`src/rtl/sb_pkg.sv`:
```
package sb_pkg;
  localparam int NUM_FU = 5;
  localparam int FU_W   = $clog2(NUM_FU);

  localparam int FU_MUL0 = 0;
  localparam int FU_MUL1 = 1;
  localparam int FU_ADD  = 2;
  localparam int FU_DIV  = 3;
  localparam int FU_INT  = 4;

  typedef enum logic [1:0] {
    CLS_INT = 2'd0,
    CLS_ADD = 2'd1,
    CLS_MUL = 2'd2,
    CLS_DIV = 2'd3
  } opclass_e;

  typedef enum logic [1:0] {
    ST_IDLE    = 2'd0,
    ST_WAIT_RD = 2'd1,
    ST_EXEC    = 2'd2,
    ST_WAIT_WR = 2'd3
  } stage_e;

  typedef struct packed {
    logic              issue;
    logic [NUM_FU-1:0] issueSel;
    logic [NUM_FU-1:0] readSel;
    logic [NUM_FU-1:0] writeSel;
  } strobe_t;
endpackage

```
`src/rtl/sb_status_table.sv`:
```
module sb_status_table
  import sb_pkg::*;
#(
  parameter int NUM_REGS = 32,
  localparam int REG_W = $clog2(NUM_REGS)
) (
  input  logic                          clk,
  input  logic                          rstN,
  input  logic [REG_W-1:0]              instDst,
  input  logic [REG_W-1:0]              instSrc1,
  input  logic [REG_W-1:0]              instSrc2,
  input  logic [NUM_FU-1:0]             execDone,
  input  strobe_t                       stb,
  output stage_e [NUM_FU-1:0]           stageQ,
  output logic [NUM_FU-1:0][REG_W-1:0]  fiQ,
  output logic [NUM_FU-1:0][REG_W-1:0]  fjQ,
  output logic [NUM_FU-1:0][REG_W-1:0]  fkQ,
  output logic [NUM_FU-1:0]             rjQ,
  output logic [NUM_FU-1:0]             rkQ,
  output logic                          dstPending
);
  logic [NUM_REGS-1:0]            regBusy;
  logic [NUM_REGS-1:0][FU_W-1:0]  regOwner;
  logic [NUM_FU-1:0]              qjV, qkV;
  logic [NUM_FU-1:0][FU_W-1:0]    qjQ, qkQ;
  logic [FU_W-1:0]                grantIdx;
  logic                           src1Wait, src2Wait;

  always_comb begin
    grantIdx = '0;
    for (int u = 0; u < NUM_FU; u++)
      if (stb.issueSel[u]) grantIdx = FU_W'(u);
  end

  // A producer writing back in the issue cycle counts as already done.
  assign src1Wait   = regBusy[instSrc1] && !stb.writeSel[regOwner[instSrc1]];
  assign src2Wait   = regBusy[instSrc2] && !stb.writeSel[regOwner[instSrc2]];
  assign dstPending = regBusy[instDst];

  always_ff @(posedge clk or negedge rstN) begin
    if (!rstN) begin
      for (int u = 0; u < NUM_FU; u++) begin
        stageQ[u] <= ST_IDLE;
        fiQ[u] <= '0;
        fjQ[u] <= '0;
        fkQ[u] <= '0;
        qjQ[u] <= '0;
        qkQ[u] <= '0;
      end
      rjQ <= '0;
      rkQ <= '0;
      qjV <= '0;
      qkV <= '0;
      regBusy <= '0;
      for (int r = 0; r < NUM_REGS; r++) regOwner[r] <= '0;
    end else begin
      for (int u = 0; u < NUM_FU; u++) begin
        if (stb.issueSel[u]) begin
          stageQ[u] <= ST_WAIT_RD;
          fiQ[u] <= instDst;
          fjQ[u] <= instSrc1;
          fkQ[u] <= instSrc2;
          qjQ[u] <= regOwner[instSrc1];
          qkQ[u] <= regOwner[instSrc2];
          qjV[u] <= src1Wait;
          qkV[u] <= src2Wait;
          rjQ[u] <= !src1Wait;
          rkQ[u] <= !src2Wait;
        end else begin
          unique case (stageQ[u])
            ST_WAIT_RD: begin
              if (stb.readSel[u]) begin
                stageQ[u] <= ST_EXEC;
                rjQ[u] <= 1'b0;
                rkQ[u] <= 1'b0;
              end else begin
                if (qjV[u] && stb.writeSel[qjQ[u]]) begin
                  rjQ[u] <= 1'b1;
                  qjV[u] <= 1'b0;
                end
                if (qkV[u] && stb.writeSel[qkQ[u]]) begin
                  rkQ[u] <= 1'b1;
                  qkV[u] <= 1'b0;
                end
              end
            end
            ST_EXEC:    if (execDone[u]) stageQ[u] <= ST_WAIT_WR;
            ST_WAIT_WR: if (stb.writeSel[u]) stageQ[u] <= ST_IDLE;
            default:    ;
          endcase
        end
      end
      for (int w = 0; w < NUM_FU; w++)
        if (stb.writeSel[w]) regBusy[fiQ[w]] <= 1'b0;
      if (stb.issue) begin
        regBusy[instDst]  <= 1'b1;
        regOwner[instDst] <= grantIdx;
      end
    end
  end

  for (genvar u = 0; u < NUM_FU; u++) begin : g_chk
    assert_issue_free_R2: assert property (@(posedge clk) disable iff (!rstN)
      stb.issueSel[u] |-> stageQ[u] == ST_IDLE);
    assert_dst_owned_R3: assert property (@(posedge clk) disable iff (!rstN)
      stageQ[u] != ST_IDLE |-> regBusy[fiQ[u]] && regOwner[fiQ[u]] == FU_W'(u));
    assert_read_enters_exec_R4: assert property (@(posedge clk) disable iff (!rstN)
      stb.readSel[u] |=> stageQ[u] == ST_EXEC);
    assert_read_no_producer_R5: assert property (@(posedge clk) disable iff (!rstN)
      stb.readSel[u] |-> !qjV[u] && !qkV[u]);
    assert_write_frees_R7: assert property (@(posedge clk) disable iff (!rstN)
      stb.writeSel[u] |=> stageQ[u] == ST_IDLE);
  end
endmodule

```
`src/rtl/sb_issue_logic.sv`:
```
module sb_issue_logic
  import sb_pkg::*;
#(
  parameter int NUM_REGS = 32,
  localparam int REG_W = $clog2(NUM_REGS)
) (
  input  logic                          clk,
  input  logic                          rstN,
  input  logic                          instValid,
  input  logic [1:0]                    instClass,
  input  logic                          dstPending,
  input  stage_e [NUM_FU-1:0]           stageQ,
  input  logic [NUM_FU-1:0][REG_W-1:0]  fiQ,
  input  logic [NUM_FU-1:0][REG_W-1:0]  fjQ,
  input  logic [NUM_FU-1:0][REG_W-1:0]  fkQ,
  input  logic [NUM_FU-1:0]             rjQ,
  input  logic [NUM_FU-1:0]             rkQ,
  output strobe_t                       stb
);
  int unsigned       target;
  logic [NUM_FU-1:0] warBlock;

  always_comb begin
    unique case (opclass_e'(instClass))
      CLS_INT: target = FU_INT;
      CLS_ADD: target = FU_ADD;
      CLS_DIV: target = FU_DIV;
      default: target = (stageQ[FU_MUL0] == ST_IDLE) ? FU_MUL0 : FU_MUL1;
    endcase
  end

  always_comb begin
    warBlock = '0;
    for (int u = 0; u < NUM_FU; u++)
      for (int v = 0; v < NUM_FU; v++)
        if (v != u && stageQ[v] == ST_WAIT_RD &&
            ((rjQ[v] && fjQ[v] == fiQ[u]) || (rkQ[v] && fkQ[v] == fiQ[u])))
          warBlock[u] = 1'b1;
  end

  always_comb begin
    stb.issue    = instValid && stageQ[target] == ST_IDLE && !dstPending;
    stb.issueSel = '0;
    if (stb.issue) stb.issueSel[target] = 1'b1;
    for (int u = 0; u < NUM_FU; u++) begin
      stb.readSel[u]  = stageQ[u] == ST_WAIT_RD && rjQ[u] && rkQ[u];
      stb.writeSel[u] = stageQ[u] == ST_WAIT_WR && !warBlock[u];
    end
  end

  assert_grant_single_R1: assert property (@(posedge clk) disable iff (!rstN)
    $onehot0(stb.issueSel));
  assert_grant_has_valid_R1: assert property (@(posedge clk) disable iff (!rstN)
    stb.issueSel != '0 |-> instValid);
endmodule

```
`src/rtl/sb_issue_ctrl.sv`:
```
module sb_issue_ctrl
  import sb_pkg::*;
#(
  parameter int NUM_REGS = 32,
  localparam int REG_W = $clog2(NUM_REGS)
) (
  input  logic              clk,
  input  logic              rstN,
  input  logic              instValid,
  input  logic [1:0]        instClass,
  input  logic [REG_W-1:0]  instDst,
  input  logic [REG_W-1:0]  instSrc1,
  input  logic [REG_W-1:0]  instSrc2,
  input  logic [NUM_FU-1:0] execDone,
  output logic              instAccept,
  output logic [NUM_FU-1:0] issueGrant,
  output logic [NUM_FU-1:0] readGo,
  output logic [NUM_FU-1:0] writeGo
);
  strobe_t                      stb;
  stage_e [NUM_FU-1:0]          stageQ;
  logic [NUM_FU-1:0][REG_W-1:0] fiQ, fjQ, fkQ;
  logic [NUM_FU-1:0]            rjQ, rkQ;
  logic                         dstPending;

  sb_issue_logic #(.NUM_REGS(NUM_REGS)) ctrl_i (
    .clk(clk), .rstN(rstN), .instValid(instValid), .instClass(instClass),
    .dstPending(dstPending), .stageQ(stageQ), .fiQ(fiQ), .fjQ(fjQ),
    .fkQ(fkQ), .rjQ(rjQ), .rkQ(rkQ), .stb(stb)
  );

  sb_status_table #(.NUM_REGS(NUM_REGS)) table_i (
    .clk(clk), .rstN(rstN), .instDst(instDst), .instSrc1(instSrc1),
    .instSrc2(instSrc2), .execDone(execDone), .stb(stb), .stageQ(stageQ),
    .fiQ(fiQ), .fjQ(fjQ), .fkQ(fkQ), .rjQ(rjQ), .rkQ(rkQ),
    .dstPending(dstPending)
  );

  assign instAccept = stb.issue;
  assign issueGrant = stb.issueSel;
  assign readGo     = stb.readSel;
  assign writeGo    = stb.writeSel;
endmodule

```
`config.mk`:
```
export PLATFORM = sky130hd
export DESIGN_NAME = sb_issue_ctrl
export DESIGN_NICKNAME = d
export VERILOG_FILES = /design/src/rtl/sb_pkg.sv /design/src/rtl/sb_status_table.sv /design/src/rtl/sb_issue_logic.sv /design/src/rtl/sb_issue_ctrl.sv
export SDC_FILE = /design/constraint.sdc
export NUM_CORES = 1
export LEC_CHECK = 0
export BUFFER_PORTS_ARGS = -buffer_cell sky130_fd_sc_hd__buf_2
export CELL_PAD_IN_SITES_DETAIL_PLACEMENT = 1
export CELL_PAD_IN_SITES_GLOBAL_PLACEMENT = 2
export CORE_MARGIN = 5
export CORE_UTILIZATION = 38
export CTS_BUF_LIST = sky130_fd_sc_hd__clkbuf_8 sky130_fd_sc_hd__clkbuf_16
export DETAILED_ROUTE_END_ITERATION = 12
export PLACE_DENSITY_LB_ADDON = 0.1
export SKIP_CTS_REPAIR_TIMING = 1
export SLEW_MARGIN = 0
export SYNTH_ARGS = -nofsm -noshare
export SYNTH_HDL_FRONTEND = slang
export SYNTH_SLANG_ARGS = --single-unit
```
`constraint.sdc`:
```
create_clock -name clk -period 3.2 [get_ports clk]
set_input_delay 0.64 -clock clk [delete_from_list [all_inputs] [get_ports clk]]
set_output_delay 0.64 -clock clk [all_outputs]
set_load 0.005 [all_outputs]
```
==> impl_metrics.env, run 1 <==
export IMPL_status="complete, but fails checks"
export IMPL_violations="negative setup slack"
export IMPL_hpwlAfterDp_um=57000
export IMPL_synthAdderAreaFrac_pct=1.06
export IMPL_syn_inst=1777
export IMPL_layout_drive_gt1_share_pct=36.2
export IMPL_synth_top_area_share_pct=37.1
export IMPL_synth_compound_area_share_pct=10.9
export IMPL_grt_pass1_wl_um=111000
export IMPL_drt_pass1_iterations=5
export IMPL_synth_edf_count=0
export IMPL_ys_ff_latch=263
export IMPL_numPortBuffers=40
export IMPL_maxSlewHeadroom_pct=50.1
export IMPL_wirelength_um=74600
export IMPL_worstMarginPinSlew_ns=0.749
export IMPL_io_pins=41
export IMPL_synth_top_cell_by_area="dfrtp_1"
export IMPL_clk_pin_slew_worst_paths_ns=0.06
export IMPL_die_w_um=226
export IMPL_initial_core_util_pct=38.3
export IMPL_core_rowCount=79
export IMPL_path_cells="mux4_2 -> a21oi_4 -> a32oi_2 -> nor4_4 -> buf_4 -> buf_12 -> nand3b_1 -> inv_2 -> buf_6"
export IMPL_cp_top_family="buffers and inverters"
export IMPL_worstPathMaxFanout=7
export IMPL_fin_crit_sh_pct=110
export IMPL_start_kind="flop"
export IMPL_layout_nets=2020
export IMPL_clock_sinks=263
export IMPL_leakage_nw=9.37
export IMPL_drc=0
export IMPL_syn_to_final_growth_pct=24.4
export IMPL_finalCriticalPeriod_ns=3.52
export IMPL_dieArea_mm2=0.0511
export IMPL_finalHoldViolations=0
export IMPL_powerDensity_mw_per_mm2=888
export IMPL_synth_area_per_cell_um2=9.99
export IMPL_grt_max_degree=63
export IMPL_overflow=0
export IMPL_arrival_ns=2.88
export IMPL_grt_pass1_vias=16300
export IMPL_antenna_found_initial=2
export IMPL_antennaDiodeCount=0
export IMPL_coreArea_mm2=0.0464
export IMPL_synth_top_family_by_area="multiplexers"
export IMPL_worstPathRequired_ns=2.56
export IMPL_cpPeakStageDelay_ns=0.52
export IMPL_async_flop_share_pct=100
export IMPL_synth_mux_area_fraction_pct=19.4
export IMPL_setup_ws_ns=-0.320
export IMPL_h_tree_depth=2
export IMPL_cts_made_buffers=35
export IMPL_synthFlopType="dfrtp_1"
export IMPL_routedWlPerCell_um=28.6
export IMPL_drtAntennaViolNets=0
export IMPL_holdWs_ns=0.0220
export IMPL_max_cap_viol_count=0
export IMPL_cts_buffer_depth=3
export IMPL_insertion_delay_ns=0.56
export IMPL_die_height_um=226
export IMPL_vias=15500
export IMPL_slowest_stage="mux4_2"
export IMPL_synth_area_top_cells="dfrtp_1, mux2_2, mux4_2"
export IMPL_yosysUniqueCellTypes=85
export IMPL_yosys_area_share_simple_pct=16.2
export IMPL_grt_usage_pct=29.2
export IMPL_cp_num_buf_inv=4
export IMPL_yosysWarnings=0
export IMPL_worst_r2r_setup_slack_ns=0.09
export IMPL_finClkSkew_ns=0.0268
export IMPL_hold_path_class="in -> async"
export IMPL_crit_path_end_kind="output port"
export IMPL_place_congestion=0.952
export IMPL_rsz0062_at_grt="yes"
export IMPL_finalSetupViolations=6
export IMPL_drt_initial_drc_count=1145
export IMPL_dp_cells=2520
export IMPL_worst_setup_path_type="reg -> out"
export IMPL_postSynthNetCount=1817
export IMPL_synth_xor_area_share_pct=9.87
export IMPL_finalNonFillerCells=2608
export IMPL_clock_tree_root_cell="clkbuf_16"
export IMPL_syn_area_mm2=0.0178
export IMPL_pre_cts_ws_ns=-0.433
export IMPL_seq_area_frac_synth_pct=37.1
export IMPL_fmax_mhz=284
export IMPL_peakVddDrop_v=0.000385
export IMPL_viasPerCell=5.95
export IMPL_drv_slew=0
export IMPL_tritoncts="done"
## path summary, 6_finish.rpt
check / startpoint / endpoint / cells after the start
setup / recovery: table_i.regBusy[18] / issueGrant[2] / 9
hold / removal: rstN / table_i.fkQ[13] / 1
setup reg to reg: table_i.regBusy[18] / table_i.rkQ[0] / 11
hold reg to reg: table_i.qkV[2] / table_i.qkV[2] / 1
max in group asynchronous: rstN / table_i.regOwner[30] / 2
min in group clk: execDone[0] / table_i.stageQ[0] / 3
## metrics by stage
| stage | total power [W] | utilization, % | setup TNS (ns) | instance area (um2) |
|---|---|---|---|---|
| after floorplan | 0.0112 | - | 0 | 17800 |
| after global placement | 0.0146 | 43.7 | -49.22 | 20300 |
| after detailed placement | 0.0149 | 43.7 | -48.67 | 20300 |
| after global routing | 0.0206 | 47.7 | -2.28 | 22100 |
| final | 0.0196 | 47.7 | -1.52 | 22100 |
| after CTS | 0.0190 | 46.2 | -11.41 | 21400 |
## cells in the final DEF, fill, tap and decap left out, types with 36 or more instances in the layout
master,Yosys,layout
clkbuf_16,0,36
mux4_2,67,67
mux2_2,139,139
mux2i_1,37,37
nor2_1,88,87
buf_4,7,280
nand2_1,168,161
inv_1,37,40
o21ai_0,74,74
dfrtp_1,263,235
xnor2_1,154,147
nand4_1,45,45
nand3_1,40,37
xor2_1,46,46
## metal layers
metal  share of wire (%)  track usage (%)  wire (um)
met1                  42             38.4      31500
met2                  50             49.8      37100
met3                 4.6             4.50       3400
met4                 3.4             9.10       2510
met5                   0                0          0
## synth_stat cells (7+ instances only)
| cell type | n |
|---|---|
| o211ai_1 | 14 |
| o31ai_1 | 8 |
| or3_1 | 25 |
| xor2_1 | 46 |
| a31oi_1 | 28 |
| and3_1 | 12 |
| o21ai_0 | 74 |
| buf_4 | 7 |
| buf_2 | 56 |
| a22oi_1 | 7 |
| nor2b_1 | 13 |
| nor3b_1 | 12 |
| nor2_1 | 88 |
| o221ai_1 | 22 |
| mux2_2 | 139 |
| xnor2_1 | 154 |
| mux2i_1 | 37 |
| nand2_1 | 168 |
| a21oi_1 | 22 |
| clkbuf_1 | 105 |
| ha_1 | 15 |
| nor3_1 | 36 |
| o22ai_1 | 31 |
| nand2b_1 | 27 |
| inv_1 | 37 |
| nor4_1 | 14 |
| nand4b_1 | 11 |
| nand3_1 | 40 |
| nand4_1 | 45 |
| mux4_2 | 67 |
| dfrtp_1 | 263 |
| buf_1 | 9 |
| o21a_1 | 7 |
| nand3b_1 | 24 |
## kinds of logic after synthesis
group                      count (synthesis)
xor gates and xnor gates                 200
adders and majority gates                 15
and+or+nand+nor                          550
AOI/OAI and AO/OA                        281
DFF                                      263
muxes                                    243
buffers and inverters                    225
## flip-flops by register name, summed over array words and instances, names as in the netlist
signal            count
table_i.qjQ          15
table_i.fkQ          25
table_i.regOwner     96
table_i.rkQ           5
table_i.stageQ       10
table_i.qjV           5
table_i.regBusy      32
table_i.qkQ          15
table_i.fiQ          25
table_i.fjQ          25
table_i.qkV           5
table_i.rjQ           5
## report_power, final
group	internal (W)	switching (W)	total, W
Clock	0.00247	0.00159	0.00406
Sequential	0.00440	0.00184	0.00624
Combinational	0.00455	0.00475	0.00931
## final cells by class
class	instances	area [um2]
clock buffer	41	970
inverter	41	163
sequential	263	6620
clock inverter	17	191
fill	5074	24300
timing repair buffer	350	2860
tap	607	759
multi-input combinational	1289	10500
Note: power is estimated with default switching activity, not from simulation.
==> run 2, diff against run 1 <==
--- a/config.mk
+++ b/config.mk
@@ -9,12 +9,12 @@
 export CELL_PAD_IN_SITES_DETAIL_PLACEMENT = 1
 export CELL_PAD_IN_SITES_GLOBAL_PLACEMENT = 2
 export CORE_MARGIN = 5
-export CORE_UTILIZATION = 38
+export CORE_UTILIZATION = 39
 export CTS_BUF_LIST = sky130_fd_sc_hd__clkbuf_8 sky130_fd_sc_hd__clkbuf_16
 export DETAILED_ROUTE_END_ITERATION = 12
 export PLACE_DENSITY_LB_ADDON = 0.1
-export SKIP_CTS_REPAIR_TIMING = 1
 export SLEW_MARGIN = 0
 export SYNTH_ARGS = -nofsm -noshare
 export SYNTH_HDL_FRONTEND = slang
+export SYNTH_HIERARCHICAL = 1
 export SYNTH_SLANG_ARGS = --single-unit
==> impl_metrics.env, run 2 <==
export IMPL_pwr_share_clk_pct=20.1
export IMPL_finalNonFillerCells=2469
export IMPL_p_comb_share_pct=50.5
export IMPL_synth_mux_area_fraction_pct=23.7
export IMPL_synth_top_cell_by_area="dfrtp_1"
export IMPL_die_w_um=218
export IMPL_arrival_ns=3.07
export IMPL_postSynthNetCount=1577
export IMPL_grt_pass1_vias=15500
export IMPL_io_pins=41
export IMPL_layout_drive_gt1_share_pct=45.5
export IMPL_setup_worst_path_start="table_i/regBusy[31]"
export IMPL_viasPerCell=5.89
export IMPL_maxSlewHeadroom_pct=59.5
export IMPL_cpPeakStageDelay_ns=0.48
export IMPL_dieArea_mm2=0.0475
export IMPL_dp_cells=2360
export IMPL_yosys_cell_count_top_type="dfrtp_1"
export IMPL_overflow=0
export IMPL_core_rowCount=76
export IMPL_synth_edf_count=0
export IMPL_routedWlPerCell_um=27.7
export IMPL_synthFlopType="dfrtp_1"
export IMPL_synth_xor_area_share_pct=10.4
export IMPL_antennaDiodeCount=0
export IMPL_crit_path_end_kind="output port"
export IMPL_clock_sinks=263
export IMPL_setup_ws_ns=-0.509
export IMPL_vias=14500
export IMPL_synthAdderAreaFrac_pct=0.668
export IMPL_cp_num_buf_inv=4
export IMPL_violations="negative setup slack"
export IMPL_async_flop_share_pct=100
export IMPL_status="complete, but fails checks"
export IMPL_hold_path_class="in -> async"
export IMPL_filler_cell_count=4485
export IMPL_slowest_stage="mux4_2"
export IMPL_finalInstanceArea_mm2=0.0230
export IMPL_placed_area_mm2=0.0202
export IMPL_worstMarginPinSlew_ns=0.603
export IMPL_layout_nets=1892
export IMPL_reg2reg_from="table_i/regBusy[31]"
export IMPL_holdWs_ns=0.0689
export IMPL_yosys_area_share_simple_pct=13.1
export IMPL_pre_cts_ws_ns=-0.562
export IMPL_max_cap_viol_count=0
export IMPL_internal_power_w=0.0118
export IMPL_leakage_nw=9.93
export IMPL_place_congestion=0.935
export IMPL_initial_core_util_pct=39.3
export IMPL_drc=0
export IMPL_synth_common_cells="dfrtp_1, xor2_1, mux2_2, nand2_1, mux4_2"
export IMPL_peakVddDrop_v=0.000517
export IMPL_tritoncts="done"
export IMPL_drt_pass1_iterations=6
export IMPL_cp_top_family="compound AO/OA/AOI/OAI gates"
export IMPL_reg_top3="table_i/regOwner: 96 flops, table_i/regBusy: 32 flops"
export IMPL_synth_compound_area_share_pct=9.43
export IMPL_p_sw_share_pct=41.3
export IMPL_clock_tree_root_cell="clkbuf_16"
export IMPL_largest_reg_flops=96
export IMPL_grt_usage_pct=27.9
export IMPL_fmax_mhz=270
export IMPL_seq_power_share_pct=29.4
export IMPL_ys_ff_latch=263
export IMPL_totalPowerFinal_w=0.0201
export IMPL_drtAntennaViolNets=0
export IMPL_syn_inst=1543
export IMPL_synth_area_per_cell_um2=10.9
export IMPL_finalCriticalPeriod_ns=3.71
export IMPL_antenna_found_initial=4
export IMPL_insertion_delay_ns=0.56
export IMPL_finalSetupViolations=151
export IMPL_fin_crit_sh_pct=116
export IMPL_syn_area_mm2=0.0169
export IMPL_synth_area_top_cells="dfrtp_1, mux4_2, mux2_2"
export IMPL_cts_buffer_depth=3
export IMPL_ctsHoldBuffers=0
export IMPL_p_sw_w=0.00830
export IMPL_synth_top_family_by_area="multiplexers"
export IMPL_coreArea_mm2=0.0429
export IMPL_worst_setup_path_type="reg -> out"
export IMPL_seq_area_frac_synth_pct=39.0
export IMPL_cts_made_buffers=35
export IMPL_start_kind="flop"
export IMPL_die_height_um=218
export IMPL_drv_slew=0
export IMPL_worstPathRequired_ns=2.56
export IMPL_rsz0062_at_grt="yes"
export IMPL_powerDensity_mw_per_mm2=873
export IMPL_cpMostUsedCell="buf_6"
export IMPL_finClkSkew_ns=0.0226
export IMPL_yosysUniqueCellTypes=49
export IMPL_clk_pin_slew_worst_paths_ns=0.06
export IMPL_numPortBuffers=40
export IMPL_synth_top_area_share_pct=39.0
export IMPL_grt_max_degree=64
export IMPL_path_cells="mux4_2 -> nor2b_4 -> a211oi_2 -> nand3_2 -> inv_2 -> o311ai_4 -> a221o_2 -> buf_6 -> inv_6 -> and3_4 -> buf_6"
export IMPL_finalHoldViolations=0
export IMPL_h_tree_depth=2
export IMPL_layout_commonest_cell="dfrtp_1"
export IMPL_worstPathMaxFanout=3
export IMPL_hpwlAfterDp_um=49200
export IMPL_wirelength_um=68500
export IMPL_largest_register="table_i/regOwner"
export IMPL_yosysWarnings=6
export IMPL_syn_to_final_growth_pct=36.6
export IMPL_grt_pass1_wl_um=100000
export IMPL_mostFrequentLayoutCells="dfrtp_1, buf_4, xor2_1, mux4_2, mux2_2"
export IMPL_drt_initial_drc_count=1041
-- run 2: final timing paths --
| check | endpoint | slack (ns) | depth (start not counted) |
|---|---|---|---|
| max | issueGrant[3] | -0.51 | 11 |
| min | table_i/fjQ[16] | 0.07 | 1 |
| max reg2reg | table_i/regOwner[72] | -0.44 | 15 |
| min reg2reg | table_i/regOwner[9] | 0.51 | 2 |
| max in group asynchronous | table_i/qkQ[12] | 2.25 | 2 |
| min in group clk | table_i/regOwner[9] | 0.51 | 2 |
-- run 2: layer usage --
| layer | vias up | part of all wire (%) | wire length (um) | global-route usage, % |
|---|---|---|---|---|
| li1 | 6348 | - | - | - |
| met1 | 7643 | 42 | 29100 | 36.9 |
| met2 | 419 | 49 | 33600 | 47.3 |
| met3 | 128 | 4.6 | 3160 | 3.89 |
| met4 | 0 | 3.8 | 2620 | 9.21 |
| met5 | - | 0 | 0 | 0 |
-- run 2: cell families (layout without fill, tap and decap cells) --
kind of cell,Yosys count,count (layout)
and+or+nand+nor,441,442
DFF,263,263
muxes,252,252
AOI/OAI and AO/OA,242,242
xor gates and xnor gates,200,200
buffers and inverters,136,476
adders and majority gates,9,9
-- run 2: worst reg2reg max path: stages (launching register included) --
cell,delay [ns]
dfrtp_1,0.39
mux4_2,0.48
nor2b_4,0.15
a211oi_2,0.27
nand3_2,0.15
inv_2,0.11
o311ai_4,0.09
a221o_2,0.36
buf_6,0.14
inv_6,0.06
buf_6,0.12
buf_6,0.09
buf_6,0.11
or3b_4,0.48
nor2_4,0.22
mux2_4,0.32
-- run 2: final cells by class --
| class | instances | area (um2) | area share (%) |
|---|---|---|---|
| Multi-Input combinational cell | 1145 | 10800 | 46.9 |
| Inverter | 28 | 110 | 0.478 |
| Tap cell | 585 | 732 | 3.18 |
| Clock buffer | 43 | 997 | 4.33 |
| Clock inverter | 20 | 181 | 0.787 |
| Timing Repair Buffer | 385 | 3620 | 15.7 |
| Sequential cell | 263 | 6600 | 28.6 |
-- run 2: power groups by stage --
stage          Clock (W)  Sequential [W]  Combinational, W
2_1_floorplan          0         0.00543           0.00542
3_3_place_gp           0         0.00585           0.00885
3_5_place_dp           0         0.00591           0.00913
4_1_cts          0.00414         0.00587           0.00957
5_1_grt          0.00428         0.00603            0.0108
6_report         0.00405         0.00591            0.0102
-- run 2: per-stage QoR --
step,utilization (%),setup TNS (ns)
6_report,53.7,-40.64
3_5_place_dp,47.0,-90.32
2_1_floorplan,-,-6.47
5_1_grt,53.7,-60.44
4_1_cts,50.9,-4.48
3_3_place_gp,47.0,-88.22
-- run 2: repair_timing --
action                                 CTS  global route
gates resized for setup                 82           264
pin swaps                               18            72
buffers inserted                        24            33
setup endpoints to repair              106           208
endpoints found under the hold margin    0             0
cloned                                   0             1
==> run 3, diff against run 2 <==
--- a/config.mk
+++ b/config.mk
@@ -8,11 +8,13 @@
 export BUFFER_PORTS_ARGS = -buffer_cell sky130_fd_sc_hd__buf_2
 export CELL_PAD_IN_SITES_DETAIL_PLACEMENT = 1
 export CELL_PAD_IN_SITES_GLOBAL_PLACEMENT = 2
+export CORE_ASPECT_RATIO = 0.5
 export CORE_MARGIN = 5
-export CORE_UTILIZATION = 39
+export CORE_UTILIZATION = 43
 export CTS_BUF_LIST = sky130_fd_sc_hd__clkbuf_8 sky130_fd_sc_hd__clkbuf_16
 export DETAILED_ROUTE_END_ITERATION = 12
 export PLACE_DENSITY_LB_ADDON = 0.1
+export SETUP_SLACK_MARGIN = 0.02
 export SLEW_MARGIN = 0
 export SYNTH_ARGS = -nofsm -noshare
 export SYNTH_HDL_FRONTEND = slang
==> constraint.sdc (replaced) <==
create_clock -name clk -period 3.85 [get_ports clk]
set_input_delay 0.77 -clock clk [delete_from_list [all_inputs] [get_ports clk]]
set_output_delay 0.77 -clock clk [all_outputs]
set_load 0.005 [all_outputs]
==> impl_metrics.env, run 3 (synthesis results as in run 2) <==
export IMPL_vias=13900
export IMPL_status="finished, final reports clean"
export IMPL_syn_to_final_growth_pct=17.4
export IMPL_cpPeakStageDelay_ns=0.52
export IMPL_setup_ws_ns=0.0536
export IMPL_finalCriticalPeriod_ns=3.80
export IMPL_overflow=0
export IMPL_leakage_nw=8.45
export IMPL_crit_path_end_kind="output port"
export IMPL_coreArea_mm2=0.0388
export IMPL_largest_reg_flops=96
export IMPL_slowest_stage="mux4_2"
export IMPL_maxSlewHeadroom_pct=37.1
export IMPL_layout_drive_gt1_share_pct=32.3
export IMPL_wirelength_um=64000
export IMPL_reg_top3="table_i/regOwner: 96 flops, table_i/regBusy: 32 flops"
export IMPL_largest_register="table_i/regOwner"
export IMPL_grt_pass1_vias=14700
export IMPL_finalHoldViolations=0
export IMPL_place_congestion=0.909
export IMPL_grt_usage_pct=29.3
export IMPL_numPortBuffers=40
export IMPL_finalInstanceArea_mm2=0.0198
export IMPL_clock_sinks=263
export IMPL_worst_setup_path_type="in -> out"
export IMPL_arrival_ns=3.03
export IMPL_h_tree_depth=1
export IMPL_path_cells="buf_4 -> mux4_2 -> nor2b_1 -> a211oi_2 -> nand3_2 -> inv_2 -> o311ai_4 -> a221o_2 -> inv_4 -> nand2_2 -> nor2_4 -> buf_6 -> buf_6"
export IMPL_cpMostUsedCell="buf_6"
export IMPL_fin_crit_sh_pct=98.6
export IMPL_tritoncts="done"
export IMPL_initial_core_util_pct=43.5
export IMPL_worstMarginPinSlew_ns=0.943
export IMPL_clock_tree_root_cell="clkbuf_16"
export IMPL_utilization_pct=51.1
export IMPL_max_cap_viol_count=0
export IMPL_ctsHoldBuffers=0
export IMPL_layout_nets=1709
export IMPL_die_w_um=290
export IMPL_insertion_delay_ns=0.57
export IMPL_core_rowCount=51
export IMPL_multi_input_area_mm2=0.00980
export IMPL_rsz0062_at_grt="yes"
export IMPL_grt_pass1_wl_um=96700
export IMPL_peakVddDrop_v=0.000326
export IMPL_powerDensity_mw_per_mm2=733
export IMPL_drv_slew=0
export IMPL_dieArea_mm2=0.0435
export IMPL_cts_buffer_depth=3
export IMPL_drtAntennaViolNets=0
export IMPL_grt_max_degree=96
export IMPL_routedWlPerCell_um=28.8
export IMPL_start_kind="input pin"
export IMPL_drt_pass1_iterations=5
export IMPL_viasPerCell=6.26
export IMPL_worstPathRequired_ns=3.08
export IMPL_worstPathMaxFanout=7
export IMPL_finalSetupViolations=0
export IMPL_cts_made_buffers=27
export IMPL_drt_initial_drc_count=1113
export IMPL_fin_tns_setup_ns=0
export IMPL_mostFrequentLayoutCells="dfrtp_1, buf_4, xor2_1, mux2_2, nand2_1"
export IMPL_finClkSkew_ns=0.0149
export IMPL_holdWs_ns=0.207
export IMPL_io_pins=41
export IMPL_antennaDiodeCount=0
export IMPL_antenna_found_initial=0
export IMPL_pre_cts_ws_ns=-0.469
export IMPL_die_height_um=150
export IMPL_placed_area_mm2=0.0186
export IMPL_fmax_mhz=263
export IMPL_hold_path_class="in -> async"
export IMPL_clk_pin_slew_worst_paths_ns=0.06
export IMPL_drc=0
export IMPL_layout_commonest_cell="dfrtp_1"
export IMPL_filler_cell_count=4186
export IMPL_regArea_mm2=0.00660
export IMPL_hpwlAfterDp_um=46500
export IMPL_rr_worst_depth=13
-- run 3: cell types whose count changed in the layout (fill, tap and decap cells not counted), moves of 37 or more --
| cell | delta |
|---|---|
| mux2_4 | -48 |
| mux2_2 | +48 |
| o21ai_0 | +37 |
| nand2_1 | +53 |
| buf_4 | -67 |
| buf_6 | -82 |
-- run 3: area by class of cell --
| type | instances | area share [%] |
|---|---|---|
| Clock buffer | 33 | 3.83 |
| Clock inverter | 15 | 1.03 |
| Inverter | 28 | 0.543 |
| Multi-Input combinational cell | 1144 | 49.5 |
| Sequential cell | 263 | 33.3 |
| Tap cell | 530 | 3.35 |
| Timing Repair Buffer | 211 | 8.43 |
-- run 3: metal layers --
metal	vias up	part of all wire [%]	global-route usage (%)
met1	7320	44	39.9
li1	5968	-	-
met3	148	6.2	4.97
met5	-	0	0
met4	0	3.4	7.49
met2	486	47	49.3
-- run 3: worst max-delay path: cells and delay by family --
family                 cells  cell delay (ns)
AO/OA/AOI/OAI              3             0.69
buffers and inverters      5             0.57
multiplexers               1             0.52
AND/OR/NAND/NOR            4             0.47
-- run 3: what timing repair did --
item                       4_1_cts  5_1_grt
pin swaps                        3        1
setup endpoints to repair        9       11
setup buffers                    9        7
resized for setup               23       20
-- run 3: path summary, 6_finish.rpt --
kind | start | endpoint | slack (ns)
worst max register to register | table_i/regBusy[31] | table_i/regOwner[85] | 0.19
min in group clk | table_i/regOwner[1] | table_i/regOwner[1] | 0.51
worst min register to register | table_i/regOwner[1] | table_i/regOwner[1] | 0.51
worst max-delay path | instDst[1] | issueGrant[2] | 0.05
max in group asynchronous | rstN | table_i/regOwner[40] | 2.62
worst min-delay path | rstN | table_i/regOwner[12] | 0.21
-- run 3: per-stage QoR --
stage                     power (W)  cells
after global routing         0.0153   2224
final                        0.0145   2224
after detailed placement     0.0113   2162
after floorplan             0.00896   1543
after global placement       0.0110   2162
after CTS                    0.0144   2218
-- run 3: power breakdown --
part,switching (W),total [W],internal [W]
combinational,0.00315,0.00604,0.00289
clock,0.00122,0.00295,0.00172
sequential,0.00192,0.00554,0.00362
